## src/rtl/sup_pkg.sv

```systemverilog
package sup_pkg;
  typedef struct packed {
    logic uvlo;
    logic uv;
    logic man;
    logic wdog;
  } fault_t;
endpackage

```

## src/rtl/sup_sync.sv

```systemverilog
module sup_sync #(
  parameter int W      = 2,
  parameter int STAGES = 2,
  parameter logic [W-1:0] RST_VAL = '0
) (
  input  logic         clk,
  input  logic         rst_n,
  input  logic [W-1:0] d,
  output logic [W-1:0] q
);
  localparam int CW = STAGES * W;

  logic [CW-1:0] chain_q;
  logic [CW-1:0] chain_d;

  always_comb begin
    chain_d = {chain_q[CW-W-1:0], d};
  end

  always_ff @(posedge clk or negedge rst_n) begin
    if (!rst_n) chain_q <= {STAGES{RST_VAL}};
    else        chain_q <= chain_d;
  end

  assign q = chain_q[CW-1 -: W];

  initial begin
    a_r4_sync_depth: assert (STAGES >= 2);
  end
endmodule

```

## src/rtl/sup_mr_filt.sv

```systemverilog
module sup_mr_filt #(
  parameter int FILT_CYC = 10
) (
  input  logic clk,
  input  logic rst_n,
  input  logic mr_n_s,
  output logic mr_act
);
  localparam int CW = $clog2(FILT_CYC + 1);
  localparam logic [CW-1:0] LAST = CW'(FILT_CYC - 1);

  logic [CW-1:0] cnt_q, cnt_d;
  logic          act_q, act_d;
  logic          cnt_en;

  always_comb begin
    cnt_d  = cnt_q;
    act_d  = act_q;
    cnt_en = 1'b0;
    if (mr_n_s) begin
      cnt_d  = '0;
      act_d  = 1'b0;
      cnt_en = 1'b1;
    end else if (cnt_q == LAST) begin
      act_d  = 1'b1;
    end else begin
      cnt_d  = cnt_q + 1'b1;
      cnt_en = 1'b1;
    end
  end

  always_ff @(posedge clk or negedge rst_n) begin
    if (!rst_n) begin
      cnt_q <= '0;
      act_q <= 1'b0;
    end else begin
      if (cnt_en) cnt_q <= cnt_d;
      act_q <= act_d;
    end
  end

  assign mr_act = act_q;

  a_r5_release_on_high: assert property (@(posedge clk) disable iff (!rst_n)
    mr_n_s |=> !act_q);
  a_r5_set_needs_low: assert property (@(posedge clk) disable iff (!rst_n)
    $rose(act_q) |-> $past(!mr_n_s));
endmodule

```

## src/rtl/sup_wdog.sv

```systemverilog
module sup_wdog #(
  parameter int TMO_A = 1000,
  parameter int TMO_B = 4000
) (
  input  logic clk,
  input  logic rst_n,
  input  logic kick_s,
  input  logic en,
  input  logic sel,
  input  logic hold,
  output logic bite
);
  localparam int TMO_MAX = (TMO_A > TMO_B) ? TMO_A : TMO_B;
  localparam int CW      = $clog2(TMO_MAX + 1);

  logic [CW-1:0] cnt_q, cnt_d;
  logic [CW-1:0] tmo;
  logic          kick_prev_q;
  logic          kick_edge;
  logic          clr;

  assign tmo       = sel ? CW'(TMO_B) : CW'(TMO_A);
  assign kick_edge = kick_s ^ kick_prev_q;
  assign bite      = en && !hold && (cnt_q >= tmo);
  assign clr       = hold || !en || kick_edge || bite;

  always_comb begin
    if (clr) cnt_d = '0;
    else     cnt_d = cnt_q + 1'b1;
  end

  always_ff @(posedge clk or negedge rst_n) begin
    if (!rst_n) begin
      cnt_q       <= '0;
      kick_prev_q <= 1'b0;
    end else begin
      cnt_q       <= cnt_d;
      kick_prev_q <= kick_s;
    end
  end

  a_r8_hold_clears: assert property (@(posedge clk) disable iff (!rst_n)
    hold |=> (cnt_q == '0));
  a_r9_disable_clears: assert property (@(posedge clk) disable iff (!rst_n)
    !en |=> (cnt_q == '0));
  a_r6_kick_clears: assert property (@(posedge clk) disable iff (!rst_n)
    (kick_s != kick_prev_q) |=> (cnt_q == '0));
  a_r7_bounded: assert property (@(posedge clk) disable iff (!rst_n)
    cnt_q <= CW'(TMO_MAX));
endmodule

```

## src/rtl/sup_stretch.sv

```systemverilog
module sup_stretch
  import sup_pkg::*;
#(
  parameter int RST_CYC = 2000
) (
  input  logic   clk,
  input  logic   rst_n,
  input  fault_t fault,
  output logic   asserted
);
  localparam int CW = $clog2(RST_CYC + 1);
  localparam logic [CW-1:0] LAST = CW'(RST_CYC - 1);

  logic          any_fault;
  logic [CW-1:0] cnt_q, cnt_d;
  logic          asrt_q, asrt_d;

  assign any_fault = |fault;

  always_comb begin
    cnt_d  = cnt_q;
    asrt_d = asrt_q;
    if (any_fault) begin
      cnt_d  = '0;
      asrt_d = 1'b1;
    end else if (asrt_q) begin
      if (cnt_q == LAST) begin
        asrt_d = 1'b0;
        cnt_d  = '0;
      end else begin
        cnt_d  = cnt_q + 1'b1;
      end
    end
  end

  always_ff @(posedge clk or negedge rst_n) begin
    if (!rst_n) begin
      cnt_q  <= '0;
      asrt_q <= 1'b1;
    end else begin
      cnt_q  <= cnt_d;
      asrt_q <= asrt_d;
    end
  end

  assign asserted = asrt_q;

  a_r2_fault_asserts: assert property (@(posedge clk) disable iff (!rst_n)
    any_fault |=> asrt_q);
  a_r2_release_clean: assert property (@(posedge clk) disable iff (!rst_n)
    $fell(asrt_q) |-> $past(!any_fault));
endmodule

```

## src/rtl/sup_reset_ctrl.sv

```systemverilog
module sup_reset_ctrl
  import sup_pkg::*;
#(
  parameter int RST_CYC   = 20000,
  parameter int FILT_CYC  = 10,
  parameter int WD_TMO_A  = 1000000,
  parameter int WD_TMO_B  = 8000000
) (
  input  logic clk,
  input  logic rst_n,
  input  logic uv_i,
  input  logic uvlo_i,
  input  logic mr_n_i,
  input  logic wd_kick_i,
  input  logic wd_en_i,
  input  logic wd_sel_i,
  output logic rst_n_o
);
  logic [1:0] raw_in, sync_out;
  logic       mr_n_s, kick_s;
  logic       mr_act, wd_bite, asserted;
  fault_t     fault;

  assign raw_in = {wd_kick_i, mr_n_i};

  sup_sync #(.W(2), .STAGES(2), .RST_VAL(2'b01)) u_sync (
    .clk(clk), .rst_n(rst_n), .d(raw_in), .q(sync_out)
  );

  assign mr_n_s = sync_out[0];
  assign kick_s = sync_out[1];

  sup_mr_filt #(.FILT_CYC(FILT_CYC)) u_filt (
    .clk(clk), .rst_n(rst_n), .mr_n_s(mr_n_s), .mr_act(mr_act)
  );

  sup_wdog #(.TMO_A(WD_TMO_A), .TMO_B(WD_TMO_B)) u_wdog (
    .clk(clk), .rst_n(rst_n), .kick_s(kick_s), .en(wd_en_i),
    .sel(wd_sel_i), .hold(asserted), .bite(wd_bite)
  );

  always_comb begin
    fault.uvlo = uvlo_i;
    fault.uv   = uv_i;
    fault.man  = mr_act;
    fault.wdog = wd_bite;
  end

  sup_stretch #(.RST_CYC(RST_CYC)) u_stretch (
    .clk(clk), .rst_n(rst_n), .fault(fault), .asserted(asserted)
  );

  assign rst_n_o = !asserted && !uvlo_i;

  a_r3_lockout_immediate: assert property (@(posedge clk) disable iff (!rst_n)
    uvlo_i |-> !rst_n_o);
  a_r2_uv_next_edge: assert property (@(posedge clk) disable iff (!rst_n)
    uv_i |=> !rst_n_o);
  a_r4_manual_holds: assert property (@(posedge clk) disable iff (!rst_n)
    mr_act |=> !rst_n_o);
endmodule

```

## config.mk

```make
export PLATFORM = sky130hd
export DESIGN_NAME = sup_reset_ctrl
export DESIGN_NICKNAME = d
export VERILOG_FILES = /design/src/rtl/sup_pkg.sv /design/src/rtl/sup_sync.sv /design/src/rtl/sup_mr_filt.sv /design/src/rtl/sup_wdog.sv /design/src/rtl/sup_stretch.sv /design/src/rtl/sup_reset_ctrl.sv
export SDC_FILE = /design/constraint.sdc
export NUM_CORES = 1
export LEC_CHECK = 0
export ABC_CLOCK_PERIOD_IN_PS = 3200
export CELL_PAD_IN_SITES_DETAIL_PLACEMENT = 0
export CELL_PAD_IN_SITES_GLOBAL_PLACEMENT = 2
export CORE_MARGIN = 4
export CORE_UTILIZATION = 40
export DETAILED_ROUTE_END_ITERATION = 16
export PLACE_DENSITY = 0.78
export SYNTH_ARGS = -nofsm -noshare
export SYNTH_HDL_FRONTEND = slang
export SYNTH_HIERARCHICAL = 1
export SYNTH_SLANG_ARGS = --single-unit
```

## constraint.sdc

```tcl
create_clock -name clk -period 3.2 [get_ports clk]
set_clock_uncertainty 0.15 [all_clocks]
set_input_delay 0.64 -clock clk [delete_from_list [all_inputs] [get_ports clk]]
set_output_delay 0.64 -clock clk [all_outputs]
set_load 0.01 [all_outputs]
```

Word level (Yosys, flattened, before mapping) --
Index checks and enable logic that the tools add are counted.
Word-level totals: flip-flop bits (word level) 49, input bits 8, output and inout port bits 1, word-level logic and storage cells 42
Cells by class: add/subtract/negate cells 3, magnitude comparators 1, equality and inequality tests 3, mux-type cells 14, bitwise operators 1, reduce and logical (&&, ||, !) cells 13
Operators with widths (count):
- 2-to-1 mux 23 bit | 2
- 2-to-1 mux 15 bit | 3
- adder 23 x 1 -> 23 bit (second input constant) | 1
- greater-or-equal comparator 23 bit | 1
- adder 15 x 1 -> 15 bit (second input constant) | 1
- equality test 15 bit (second input constant) | 1
- 2-to-1 mux 4 bit | 2
- 2-to-1 mux 1 bit | 7
- adder 4 x 1 -> 4 bit (second input constant) | 1
- equality test 4 bit (second input constant) | 1
- nonzero test 2 bit | 2
- OR reduction 4 bit | 1
- logical AND 1 bit | 3
- zero test 1 bit | 3
- logical OR 1 bit | 3
- != test 2 bit (second input constant) | 1
- AND reduction 2 bit | 1
- bitwise XOR 1 bit | 1

Depth between registers and ports, before layout --
Gate-level depths: netlist of run 1.
depth after elaboration 5, depth in mapped cells 13

By module --
Netlist of run 1, hierarchy kept.
Modules (own cells, without submodules):
- sup_wdog | times used 1, cells an instance 142, area each 1403.8 um^2, sequential area each 600.6 um^2
- sup_stretch | times used 1, cells an instance 104, area each 1006.0 um^2, sequential area each 401.6 um^2
- sup_mr_filt | times used 1, cells an instance 21, area each 250.2 um^2, sequential area each 125.1 um^2
- sup_sync | times used 1, cells an instance 6, area each 117.6 um^2, sequential area each 102.6 um^2
- sup_reset_ctrl | times used 1, cells an instance 1, area each 3.8 um^2, sequential area each 0.0 um^2

Worst setup path after synthesis of run 1 --
OpenSTA, ideal clock, no wires.
kind input-to-reg, from input port wd_sel_i, to register u_stretch.cnt_q[9], setup time 65 ps, data arrival time 2930 ps, data required time 2985 ps, slack 55 ps, stages on the path 13, path through inv_1 ha_1 a21o_1 a21oi_1 o21ai_0 nor2b_1 a21oi_1 or4_1 buf_4 or2_2 clkbuf_1 o311ai_0 o21a_1
On the way: word-level cells in the longest chain between the ends 5, elaborated cells on any way between the ends 6
Ends and longest elaborated chain:
- start: declaration | line sup_reset_ctrl.sv:16 | input logic wd_sel_i,
- 2-to-1 mux 23 bit * | line sup_wdog.sv:22 | assign tmo = sel ? CW'(TMO_B) : CW'(TMO_A);
- greater-or-equal comparator 23 bit * | line sup_wdog.sv:24 | assign bite = en && !hold && (cnt_q >= tmo);
- logical AND 1 bit * | line sup_wdog.sv:24
- named net wd_bite | line sup_reset_ctrl.sv:21 | logic mr_act, wd_bite, asserted;
- OR reduction 4 bit * | line sup_stretch.sv:18 | assign any_fault = |fault;
- 2-to-1 mux 15 bit / nonzero test 2 bit (equally long branches)
- end signal: assignment | line sup_stretch.sv:41 | cnt_q <= cnt_d;
- end: declaration | line sup_stretch.sv:15 | logic [CW-1:0] cnt_q, cnt_d;
Mark *: on every way through the listed nets, which the timed path passes. The rest lies on a longest branch. A chain may end at the register's enable or synchronous reset.

Worst setup path in the final report of run 1 --
from input port wd_sel_i, to register u_stretch.cnt_q[8]
Same word-level chain as after synthesis.

==> report_table.html, run 1 <==
<table>
<tr><th>Metric</th><th>Value</th></tr>
<tr><th colspan="2">Timing</th></tr>
<tr><td>RSZ-0062 raised after global routing</td><td>no</td></tr>
<tr><td>Worst-case headroom to the max-slew limit</td><td>about two thirds</td></tr>
<tr><td>Max-slew violation total from the final report</td><td>0</td></tr>
<tr><td>Final Cycle Share</td><td>between 90 and 100%</td></tr>
<tr><td>Final Hold Violating Endpoints</td><td>0</td></tr>
<tr><td>Final worst path period need</td><td>between 2 and 3 ns</td></tr>
<tr><td>Max frequency</td><td>between 0.3 and 0.4 GHz</td></tr>
<tr><td>Setup Viol. Count Final</td><td>0</td></tr>
<tr><td>Transition time of the tightest slew-check pin</td><td>between 0.4 and 0.5 ns</td></tr>
<tr><td>Hold Worst Slack</td><td>roughly 0.14 ns</td></tr>
<tr><th colspan="2">Clock network</th></tr>
<tr><td>Latest clock arrival within the worst-skew pair</td><td>roughly 0.3 ns</td></tr>
<tr><td>CTS buffer count</td><td>5</td></tr>
<tr><td>Cts-stage hold buffer count</td><td>0</td></tr>
<tr><td>Deepest level of the CTS H-tree</td><td>2</td></tr>
<tr><td>Max Root-Sink Buffers</td><td>2</td></tr>
<tr><td>TritonCTS clock tree</td><td>done</td></tr>
<tr><td>Buffer cell driving the clock tree root</td><td>sky130_fd_sc_hd__clkbuf_8</td></tr>
<tr><td>Clock transition at path regs</td><td>about 0.090 ns</td></tr>
<tr><td>Number of sinks on the clock net</td><td>49</td></tr>
<tr><th colspan="2">Pwr</th></tr>
<tr><td>Power share of the clock group</td><td>roughly two fifths</td></tr>
<tr><td>Static leakage</td><td>roughly 1.4 nW</td></tr>
<tr><td>Register share of total power</td><td>around 55%</td></tr>
<tr><td>Switching Power</td><td>0.267 mW</td></tr>
<tr><td>Internal power contribution</td><td>0.926 mW</td></tr>
<tr><td>Gate power share</td><td>6.4%</td></tr>
<tr><td>PwrDens</td><td>377 nW/µm²</td></tr>
<tr><td>Switching share of power</td><td>between 20% and 30%</td></tr>
<tr><td>Maximum resistive drop on vdd</td><td>~210 µV</td></tr>
<tr><th colspan="2">Layout</th></tr>
<tr><td>Post-layout net count</td><td>~320</td></tr>
<tr><td>Syn-to-layout area delta</td><td>13.6%</td></tr>
<tr><td>Fraction of final layout cells sized beyond drive strength 1</td><td>around 16%</td></tr>
<tr><td>Number of diodes</td><td>0</td></tr>
<tr><td>Cell Count, Final, Fillers Out</td><td>375</td></tr>
<tr><td>Fill cells</td><td>652</td></tr>
<tr><th colspan="2">GRT</th></tr>
<tr><td>Global-route wire length before repair</td><td>between 10000 and 15000 µm</td></tr>
<tr><td>Number of antenna violations at the first check in global routing</td><td>0</td></tr>
<tr><td>Pin count of the biggest net entering global routing</td><td>50</td></tr>
<tr><td>Global Route Usage Sum</td><td>between 10% and 20%</td></tr>
<tr><td>Via count of the first global-routing pass</td><td>just over 2k</td></tr>
<tr><td>Gr ovfl total</td><td>0</td></tr>
<tr><th colspan="2">Synthesis</th></tr>
<tr><td>Most frequent cells after synthesis</td><td>sky130_fd_sc_hd__dfrtp_1 (46), sky130_fd_sc_hd__nor2_1 (38), sky130_fd_sc_hd__xor2_1 (17), sky130_fd_sc_hd__nand2_1 (16)</td></tr>
<tr><td>Seq/Total Area, Yosys</td><td>approximately 44%</td></tr>
<tr><td>Post-synthesis sequential element count</td><td>49</td></tr>
<tr><td>Count of cell types in the netlist</td><td>53</td></tr>
<tr><td>Cell taking the most area after synthesis</td><td>sky130_fd_sc_hd__dfrtp_1</td></tr>
<tr><td>Synthesized netlist cell count</td><td>approximately 270</td></tr>
<tr><td>Count of yosys warnings during synthesis</td><td>6</td></tr>
<tr><td>Prevailing post-synth register cell</td><td>sky130_fd_sc_hd__dfrtp_1</td></tr>
<tr><td>Syn_nets</td><td>approximately 300</td></tr>
<tr><td>Share of synthesized registers carrying an async set or reset</td><td>between 90% and 100%</td></tr>
<tr><td>Top-area cell type share of the netlist area</td><td>about two fifths</td></tr>
<tr><td>Most area-consuming cells after synthesis</td><td>sky130_fd_sc_hd__dfrtp_1 (41%), sky130_fd_sc_hd__ha_1 (5.8%), sky130_fd_sc_hd__xor2_1 (5.4%)</td></tr>
<tr><td>Number of enable-type register cells in the synthesized netlist</td><td>0</td></tr>
<tr><td>Post-synth design cell area</td><td>2780 µm²</td></tr>
<tr><td>Most used standard cell by instance count after synthesis</td><td>sky130_fd_sc_hd__dfrtp_1</td></tr>
<tr><td>Average cell area after synthesis</td><td>just over 10 µm²</td></tr>
<tr><th colspan="2">Drt</th></tr>
<tr><td>Antenna-violating nets left</td><td>0</td></tr>
<tr><td>First-pass detailed-route iteration total</td><td>4</td></tr>
<tr><td>Via count of the routed design</td><td>just over 2k</td></tr>
<tr><td>Residual DRC</td><td>0</td></tr>
<tr><td>Post-detailed-route via-to-cell ratio</td><td>5.37</td></tr>
<tr><td>DRC marker count from the first detailed-route iteration</td><td>~120</td></tr>
<tr><td>WL/cell</td><td>around 15 µm</td></tr>
<tr><td>Total length of routed wires</td><td>between 5000 and 6000 µm</td></tr>
<tr><th colspan="2">Die</th></tr>
<tr><td>Die span in y</td><td>91.4 µm</td></tr>
<tr><td>Area inside the core boundary</td><td>between 6000 and 7000 µm²</td></tr>
<tr><td># IOs</td><td>9</td></tr>
<tr><td>Die area</td><td>8350 µm²</td></tr>
<tr><td>Initial cell density of the core</td><td>about two fifths</td></tr>
<tr><td>Die width</td><td>91.4 µm</td></tr>
<tr><td>Std cell rows</td><td>30</td></tr>
<tr><th colspan="2">Placed design</th></tr>
<tr><td>Placed cell count</td><td>364</td></tr>
<tr><td>Port buffer count</td><td>8</td></tr>
<tr><td>Final weighted congestion in routability-driven placement</td><td>around 0.77</td></tr>
<tr><td>Dpl hpwl</td><td>a little over 4000 µm</td></tr>
<tr><th colspan="2">Worst setup path</th></tr>
<tr><td>Startpoint kind of the worst setup timing path</td><td>input pin</td></tr>
<tr><td>Data required time of the critical path</td><td>3.29 ns</td></tr>
<tr><td>Endpoint arrival time on the critical path</td><td>between 3 and 4 ns</td></tr>
<tr><td>Worst Path Max Fanout</td><td>8</td></tr>
<tr><td>Crit. End Element</td><td>flop</td></tr>
<tr><td>Crit path kind</td><td>in2reg</td></tr>
<tr><th colspan="2">Hold path</th></tr>
<tr><td>Worst min-delay path class</td><td>in2async</td></tr>
<tr><th colspan="2">Run</th></tr>
<tr><td>Maximum Capacitance Violations</td><td>0</td></tr>
<tr><th colspan="2">Status</th></tr>
<tr><td>Result of the run</td><td>complete, no violations</td></tr>
</table>
[cells in the final DEF (no fill, tap or decap), types with 3 or more instances in the layout]
| cell | instances |
|---|---|
| sky130_fd_sc_hd__dfrtp_1 | 46 |
| sky130_fd_sc_hd__nor2_1 | 37 |
| sky130_fd_sc_hd__xor2_1 | 17 |
| sky130_fd_sc_hd__nand2_1 | 16 |
| sky130_fd_sc_hd__nand3_1 | 14 |
| sky130_fd_sc_hd__inv_1 | 13 |
| sky130_fd_sc_hd__ha_1 | 13 |
| sky130_fd_sc_hd__buf_4 | 12 |
| sky130_fd_sc_hd__nand4_1 | 11 |
| sky130_fd_sc_hd__xnor2_1 | 8 |
| sky130_fd_sc_hd__nor3_1 | 7 |
| sky130_fd_sc_hd__clkbuf_8 | 6 |
| sky130_fd_sc_hd__clkdlybuf4s50_1 | 6 |
| sky130_fd_sc_hd__a21oi_1 | 5 |
| sky130_fd_sc_hd__nor3b_1 | 5 |
| sky130_fd_sc_hd__or4_1 | 4 |
| sky130_fd_sc_hd__o21a_1 | 4 |
| sky130_fd_sc_hd__nor2_2 | 3 |
| sky130_fd_sc_hd__or3_1 | 3 |
| sky130_fd_sc_hd__nand2b_1 | 3 |
| sky130_fd_sc_hd__o22a_1 | 3 |
| sky130_fd_sc_hd__o311ai_1 | 3 |
| sky130_fd_sc_hd__and4_1 | 3 |
| sky130_fd_sc_hd__o31ai_1 | 3 |
| sky130_fd_sc_hd__o21ai_1 | 3 |
| sky130_fd_sc_hd__dfstp_2 | 3 |
[cell type report]
| type | count | area (µm²) | share of cell area (%) |
|---|---|---|---|
| multi-input cells | 201 | 1440 | 45.5 |
| flip-flops and latches | 49 | 1230 | 38.9 |
| repair buffers | 23 | 219 | 6.93 |
| well taps | 80 | 100 | 3.17 |
| clock buffers | 6 | 82.6 | 2.61 |
| inverters | 14 | 52.6 | 1.66 |
| clock inverters | 2 | 37.5 | 1.19 |
[worst max-delay path: stages]
cell	delay, ns
sky130_fd_sc_hd__dlymetal6s2s_1	0.14
sky130_fd_sc_hd__buf_4	0.15
sky130_fd_sc_hd__ha_1	0.30
sky130_fd_sc_hd__a21o_1	0.18
sky130_fd_sc_hd__a31oi_1	0.15
sky130_fd_sc_hd__o21ai_1	0.10
sky130_fd_sc_hd__nor2b_1	0.12
sky130_fd_sc_hd__a21oi_1	0.08
sky130_fd_sc_hd__or4_4	0.57
sky130_fd_sc_hd__buf_6	0.16
sky130_fd_sc_hd__buf_4	0.13
sky130_fd_sc_hd__nor4_2	0.22
sky130_fd_sc_hd__or3_1	0.13
[power by group through the flow]
stage	Clock [mW]	Combinational [mW]	Sequential, mW
2_1_floorplan	0	0.0418	0.657
3_3_place_gp	0	0.0723	0.664
3_5_place_dp	0	0.0731	0.664
4_1_cts	0.483	0.0748	0.652
5_1_grt	0.509	0.0869	0.655
6_report	0.464	0.0762	0.652
[cells by family (layout without fill, tap and decap cells)]
family	count (synthesis)	in the layout	share of synthesized area, %
and+or+nand+nor	127	127	26.3
DFF	49	49	44.2
AOI/OAI and AO/OA	35	35	10.3
xor gates and xnor gates	25	25	7.87
buffers and inverters	24	45	5.13
adders and majority gates	13	13	5.85
muxes	1	1	0.360
[repair_timing]
| item | CTS | global route |
|---|---|---|
| endpoints found under the hold margin | 0 | 0 |
| buffers inserted | 0 | 3 |
| resized for setup | 6 | 9 |
| cloned | 0 | 0 |
| pin swaps | 2 | 5 |
| setup endpoints to repair | 14 | 13 |
[flip-flops by register name, indices dropped and copies added (netlist names)]
register,count
u_sync/chain_q,4
u_stretch/cnt_q,15
u_wdog/cnt_q,23
u_filt/mr_act,1
u_stretch/asserted,1
u_filt/cnt_q,4
u_wdog/kick_prev_q,1
[through the flow]
| step | power [mW] | utilization [%] | TNS [ns] | area [µm²] | setup WS, ns |
|---|---|---|---|---|---|
| final | 1.19 | 46.8 | 0 | 3160 | 0.216 |
| after global routing | 1.25 | 46.8 | 0 | 3160 | 0.0625 |
| after CTS | 1.21 | 46.0 | 0 | 3110 | 0.00414 |
| after detailed placement | 0.737 | 44.1 | -6.46 | 2980 | -0.509 |
| after global placement | 0.736 | 44.1 | -6.40 | 2980 | -0.487 |
| after floorplan | 0.699 | - | 0 | 2780 | 0.0554 |
[path summary, 6_finish.rpt]
| kind | from | end | slack [ns] | cells after the start |
|---|---|---|---|---|
| max | wd_sel_i | u_stretch/cnt_q[8]$_DFFE_PN0P_ | 0.22 | 13 |
| min in group clk | u_sync/chain_q[0]$_DFF_PN1_ | u_sync/chain_q[2]$_DFF_PN1_ | 0.21 | 0 |
| max reg2reg | u_wdog/cnt_q[16]$_DFF_PN0_ | u_stretch/cnt_q[8]$_DFFE_PN0P_ | 0.41 | 11 |
| min | rst_n | u_stretch/cnt_q[4]$_DFFE_PN0P_ | 0.14 | 2 |
| max in group asynchronous | rst_n | u_sync/chain_q[2]$_DFF_PN1_ | 2.44 | 2 |
| min reg2reg | u_sync/chain_q[0]$_DFF_PN1_ | u_sync/chain_q[2]$_DFF_PN1_ | 0.21 | 0 |
[per-layer routing]
metal / share of wire [%] / GRT usage (%)
met4: 0.98 / 4.15
met2: 47 / 22.9
met1: 50 / 20.9
met3: 2.0 / 2.82
met5: 0 / 0
Power figures use the tool's default switching activity.
==> run 2: changes to the inputs <==
--- a/config.mk
+++ b/config.mk
@@ -5,9 +5,10 @@
 export SDC_FILE = /design/constraint.sdc
 export NUM_CORES = 1
 export LEC_CHECK = 0
-export ABC_CLOCK_PERIOD_IN_PS = 3200
+export ABC_CLOCK_PERIOD_IN_PS = 3900
 export CELL_PAD_IN_SITES_DETAIL_PLACEMENT = 0
 export CELL_PAD_IN_SITES_GLOBAL_PLACEMENT = 2
+export CORE_ASPECT_RATIO = 1.4
 export CORE_MARGIN = 4
 export CORE_UTILIZATION = 40
 export DETAILED_ROUTE_END_ITERATION = 16
==> constraint.sdc (replaced) <==
create_clock -name clk -period 3.9 [get_ports clk]
set_clock_uncertainty 0.15 [all_clocks]
set_input_delay 0.78 -clock clk [delete_from_list [all_inputs] [get_ports clk]]
set_output_delay 0.78 -clock clk [all_outputs]
set_load 0.01 [all_outputs]
==> run 2 against run 1 <==
Register-to-register slack better by 0.57 ns. Non-clock buffer count decreased by 6. Clock power fell by 29%. Cell count increased by 1.6%. Worst hold slack better by 0.074 ns. Critical endpoint is now u_stretch/cnt_q[3]$_DFFE_PN0P_. Via count down 0.40%. Die area grew 0.23%.
==> report_table.html, run 2 (same netlist as run 1, synthesis figures left out) <==
<table>
<tr><th>Metric</th><th>Value</th></tr>
<tr><th colspan="2">Pwr</th></tr>
<tr><td>Static leakage</td><td>1.29 nW</td></tr>
<tr><td>PwrDens</td><td>302 nW/µm²</td></tr>
<tr><td>Design Power</td><td>a little over 0.9 mW</td></tr>
<tr><td>Maximum resistive drop on vdd</td><td>approximately 190 µV</td></tr>
<tr><td>Internal power contribution</td><td>0.680 mW</td></tr>
<tr><td>Gate power share</td><td>around 6%</td></tr>
<tr><td>Power share of the clock group</td><td>around 36%</td></tr>
<tr><td>Switching share of power</td><td>about a quarter</td></tr>
<tr><td>Switching Power</td><td>around 0.24 mW</td></tr>
<tr><td>Register share of total power</td><td>58.2%</td></tr>
<tr><th colspan="2">Placed design</th></tr>
<tr><td>Placed cell count</td><td>approximately 370</td></tr>
<tr><td>Port buffer count</td><td>8</td></tr>
<tr><td>Final weighted congestion in routability-driven placement</td><td>~0.76</td></tr>
<tr><td>Post-Place Cell Area</td><td>a little under 3000 µm²</td></tr>
<tr><td>Dpl hpwl</td><td>around 4300 µm</td></tr>
<tr><th colspan="2">GRT</th></tr>
<tr><td>Pin count of the biggest net entering global routing</td><td>31</td></tr>
<tr><td>Number of antenna violations at the first check in global routing</td><td>0</td></tr>
<tr><td>Global Route Usage Sum</td><td>around 15%</td></tr>
<tr><td>Gr ovfl total</td><td>0</td></tr>
<tr><td>Via count of the first global-routing pass</td><td>2012</td></tr>
<tr><td>Global-route wire length before repair</td><td>between 10000 and 15000 µm</td></tr>
<tr><th colspan="2">Layout</th></tr>
<tr><td>Fraction of final layout cells sized beyond drive strength 1</td><td>about an eighth</td></tr>
<tr><td>Post-layout net count</td><td>roughly 310</td></tr>
<tr><td>Regs by FF count</td><td>u_wdog/cnt_q: 23 flops, u_stretch/cnt_q: 15 flops</td></tr>
<tr><td>Final std cell area, no fill</td><td>slightly above 3000 µm²</td></tr>
<tr><td>Largest register by flop count</td><td>u_wdog/cnt_q</td></tr>
<tr><td>Syn-to-layout area delta</td><td>9.54%</td></tr>
<tr><td>Max FFs per register</td><td>23</td></tr>
<tr><td>Most frequent standard cell in the layout excluding fill and tap cells</td><td>sky130_fd_sc_hd__dfrtp_1</td></tr>
<tr><td>Leading cell types in the layout, fill and taps excluded</td><td>sky130_fd_sc_hd__dfrtp_1 (46), sky130_fd_sc_hd__nor2_1 (38), sky130_fd_sc_hd__xor2_1 (17)</td></tr>
<tr><td>Fill cells</td><td>about 700</td></tr>
<tr><td>Cell Count, Final, Fillers Out</td><td>between 300 and 400</td></tr>
<tr><td>Number of diodes</td><td>0</td></tr>
<tr><td>Area taken by multi-input logic gates</td><td>1410 µm²</td></tr>
<tr><td>Register cell area after layout</td><td>1230 µm²</td></tr>
<tr><th colspan="2">Drt</th></tr>
<tr><td>Total length of routed wires</td><td>5750 µm</td></tr>
<tr><td>First-pass detailed-route iteration total</td><td>4</td></tr>
<tr><td>Via count of the routed design</td><td>~2.0k</td></tr>
<tr><td>DRC marker count from the first detailed-route iteration</td><td>107</td></tr>
<tr><td>WL/cell</td><td>15.1 µm</td></tr>
<tr><td>Antenna-violating nets left</td><td>0</td></tr>
<tr><td>Post-detailed-route via-to-cell ratio</td><td>5.27</td></tr>
<tr><td>Residual DRC</td><td>0</td></tr>
<tr><th colspan="2">Die</th></tr>
<tr><td>Std cell rows</td><td>35</td></tr>
<tr><td># IOs</td><td>9</td></tr>
<tr><td>Die width</td><td>a little under 80 µm</td></tr>
<tr><td>Die area</td><td>8370 µm²</td></tr>
<tr><td>Area inside the core boundary</td><td>about 6700 µm²</td></tr>
<tr><td>Initial cell density of the core</td><td>a little over two fifths</td></tr>
<tr><td>Die span in y</td><td>roughly 110 µm</td></tr>
<tr><th colspan="2">Clock network</th></tr>
<tr><td>TritonCTS clock tree</td><td>done</td></tr>
<tr><td>Buffer cell driving the clock tree root</td><td>sky130_fd_sc_hd__clkbuf_8</td></tr>
<tr><td>Clock transition at path regs</td><td>around 0.11 ns</td></tr>
<tr><td>Deepest level of the CTS H-tree</td><td>2</td></tr>
<tr><td>CTS buffer count</td><td>5</td></tr>
<tr><td>Buffer count from post-CTS setup fixing</td><td>0</td></tr>
<tr><td>Max Root-Sink Buffers</td><td>2</td></tr>
<tr><td>Latest clock arrival within the worst-skew pair</td><td>approximately 0.31 ns</td></tr>
<tr><td>Quantity of gates resized following cts</td><td>0</td></tr>
<tr><td>Number of sinks on the clock net</td><td>49</td></tr>
<tr><td>Cts-stage hold buffer count</td><td>0</td></tr>
<tr><th colspan="2">Timing</th></tr>
<tr><td>Final Hold Violating Endpoints</td><td>0</td></tr>
<tr><td>RSZ-0062 raised after global routing</td><td>no</td></tr>
<tr><td>Final worst path period need</td><td>roughly 3.5 ns</td></tr>
<tr><td>Max frequency</td><td>around 0.28 GHz</td></tr>
<tr><td>Worst-case headroom to the max-slew limit</td><td>~62%</td></tr>
<tr><td>Max-slew violation total from the final report</td><td>0</td></tr>
<tr><td>Setup Viol. Count Final</td><td>0</td></tr>
<tr><td>Hold Worst Slack</td><td>0.212 ns</td></tr>
<tr><td>Final Cycle Share</td><td>roughly 90%</td></tr>
<tr><td>Transition time of the tightest slew-check pin</td><td>between 0.5 and 0.6 ns</td></tr>
<tr><td>Setup TNS</td><td>0 ns</td></tr>
<tr><th colspan="2">Worst setup path</th></tr>
<tr><td>Crit path kind</td><td>in2reg</td></tr>
<tr><td>Data required time of the critical path</td><td>4.00 ns</td></tr>
<tr><td>Critical Path Slowest Stage Cell</td><td>sky130_fd_sc_hd__or4_1</td></tr>
<tr><td>Critical-path cell list</td><td>clkdlybuf4s50_1, inv_1, buf_4, ha_1, nand4_1, nor2_1, nand4_1, nor2b_1, a21oi_1, or4_1, buf_4, o311ai_0, o21a_1</td></tr>
<tr><td>Launch instance of the worst register-to-register path</td><td>u_wdog/cnt_q[16]$_DFF_PN0_</td></tr>
<tr><td>Crit path from</td><td>wd_sel_i</td></tr>
<tr><td>Worst Path Max Fanout</td><td>17</td></tr>
<tr><td>Startpoint kind of the worst setup timing path</td><td>input pin</td></tr>
<tr><td>CP peak stage delay</td><td>~0.57 ns</td></tr>
<tr><td>Endpoint arrival time on the critical path</td><td>3.63 ns</td></tr>
<tr><td>Crit. End Element</td><td>flop</td></tr>
<tr><th colspan="2">Status</th></tr>
<tr><td>Result of the run</td><td>complete, no violations</td></tr>
<tr><th colspan="2">Hold path</th></tr>
<tr><td>Worst min-delay path class</td><td>reg2reg</td></tr>
<tr><td>Startpoint of the worst hold path</td><td>u_sync/chain_q[0]$_DFF_PN1_</td></tr>
<tr><th colspan="2">Run</th></tr>
<tr><td>Maximum Capacitance Violations</td><td>0</td></tr>
</table>
-- run 2: changes by cell type in the layout (fill, tap and decap cells not counted), moves of 2 or more --
| cell | delta |
|---|---|
| sky130_fd_sc_hd__o21ai_0 | +2 |
| sky130_fd_sc_hd__or2_2 | +2 |
| sky130_fd_sc_hd__o21ai_1 | -2 |
| sky130_fd_sc_hd__nor4b_2 | -2 |
| sky130_fd_sc_hd__o311ai_0 | +3 |
| sky130_fd_sc_hd__nor4b_1 | +2 |
| sky130_fd_sc_hd__buf_4 | -3 |
| sky130_fd_sc_hd__or2_4 | -2 |
| sky130_fd_sc_hd__o311ai_1 | -3 |
| sky130_fd_sc_hd__buf_12 | -2 |
-- run 2: layout make-up --
class / instances / area share (%)
clock buffer: 5 / 2.26
clock inverter: 3 / 0.945
inverter: 14 / 1.72
multi-input combinational: 201 / 46.2
sequential: 49 / 40.4
tap: 92 / 3.78
timing repair buffer: 17 / 4.68
-- run 2: per-stage QoR --
step / utilization [%] / setup slack, ns
2_1_floorplan: - / 0.615
3_3_place_gp: 44.3 / 0.116
3_5_place_dp: 44.3 / 0.0312
4_1_cts: 45.8 / 0.357
5_1_grt: 45.8 / 0.205
6_report: 45.8 / 0.370
-- run 2: path summary, 6_finish.rpt --
kind                                             endpoint  slack [ns]  depth (start not counted)
max                        u_stretch/cnt_q[3]$_DFFE_PN0P_        0.37                         13
min                           u_sync/chain_q[2]$_DFF_PN1_        0.21                          0
max reg2reg                u_stretch/cnt_q[3]$_DFFE_PN0P_        0.98                         10
min reg2reg                   u_sync/chain_q[2]$_DFF_PN1_        0.21                          0
max in group asynchronous     u_sync/chain_q[2]$_DFF_PN1_        2.53                          2
min in group asynchronous     u_filt/cnt_q[1]$_DFFE_PN0P_        0.27                          1
-- run 2: power groups by stage --
| stage | registers (mW) | logic (mW) | clock network, mW |
|---|---|---|---|
| after floorplan | 0.539 | 0.0343 | 0 |
| after global placement | 0.545 | 0.0565 | 0 |
| after detailed placement | 0.544 | 0.0575 | 0 |
| after CTS | 0.535 | 0.0578 | 0.344 |
| after global routing | 0.537 | 0.0632 | 0.366 |
| final | 0.534 | 0.0562 | 0.328 |
-- run 2: critical path: cells and delay by family --
kind / cells / cell delay, ns
buf+inv: 4 / 0.95
simple gates: 5 / 1.00
fa+ha+maj: 1 / 0.30
compound gates: 3 / 0.58
-- run 2: per-layer routing --
layer  up-vias  GRT usage (%)  share of wire (%)
li1       1006              -                  -
met3         7           2.52                2.5
met2        23           28.0                 55
met1       970           18.3                 41
met4         0           4.50                1.3
met5         -              0                  0
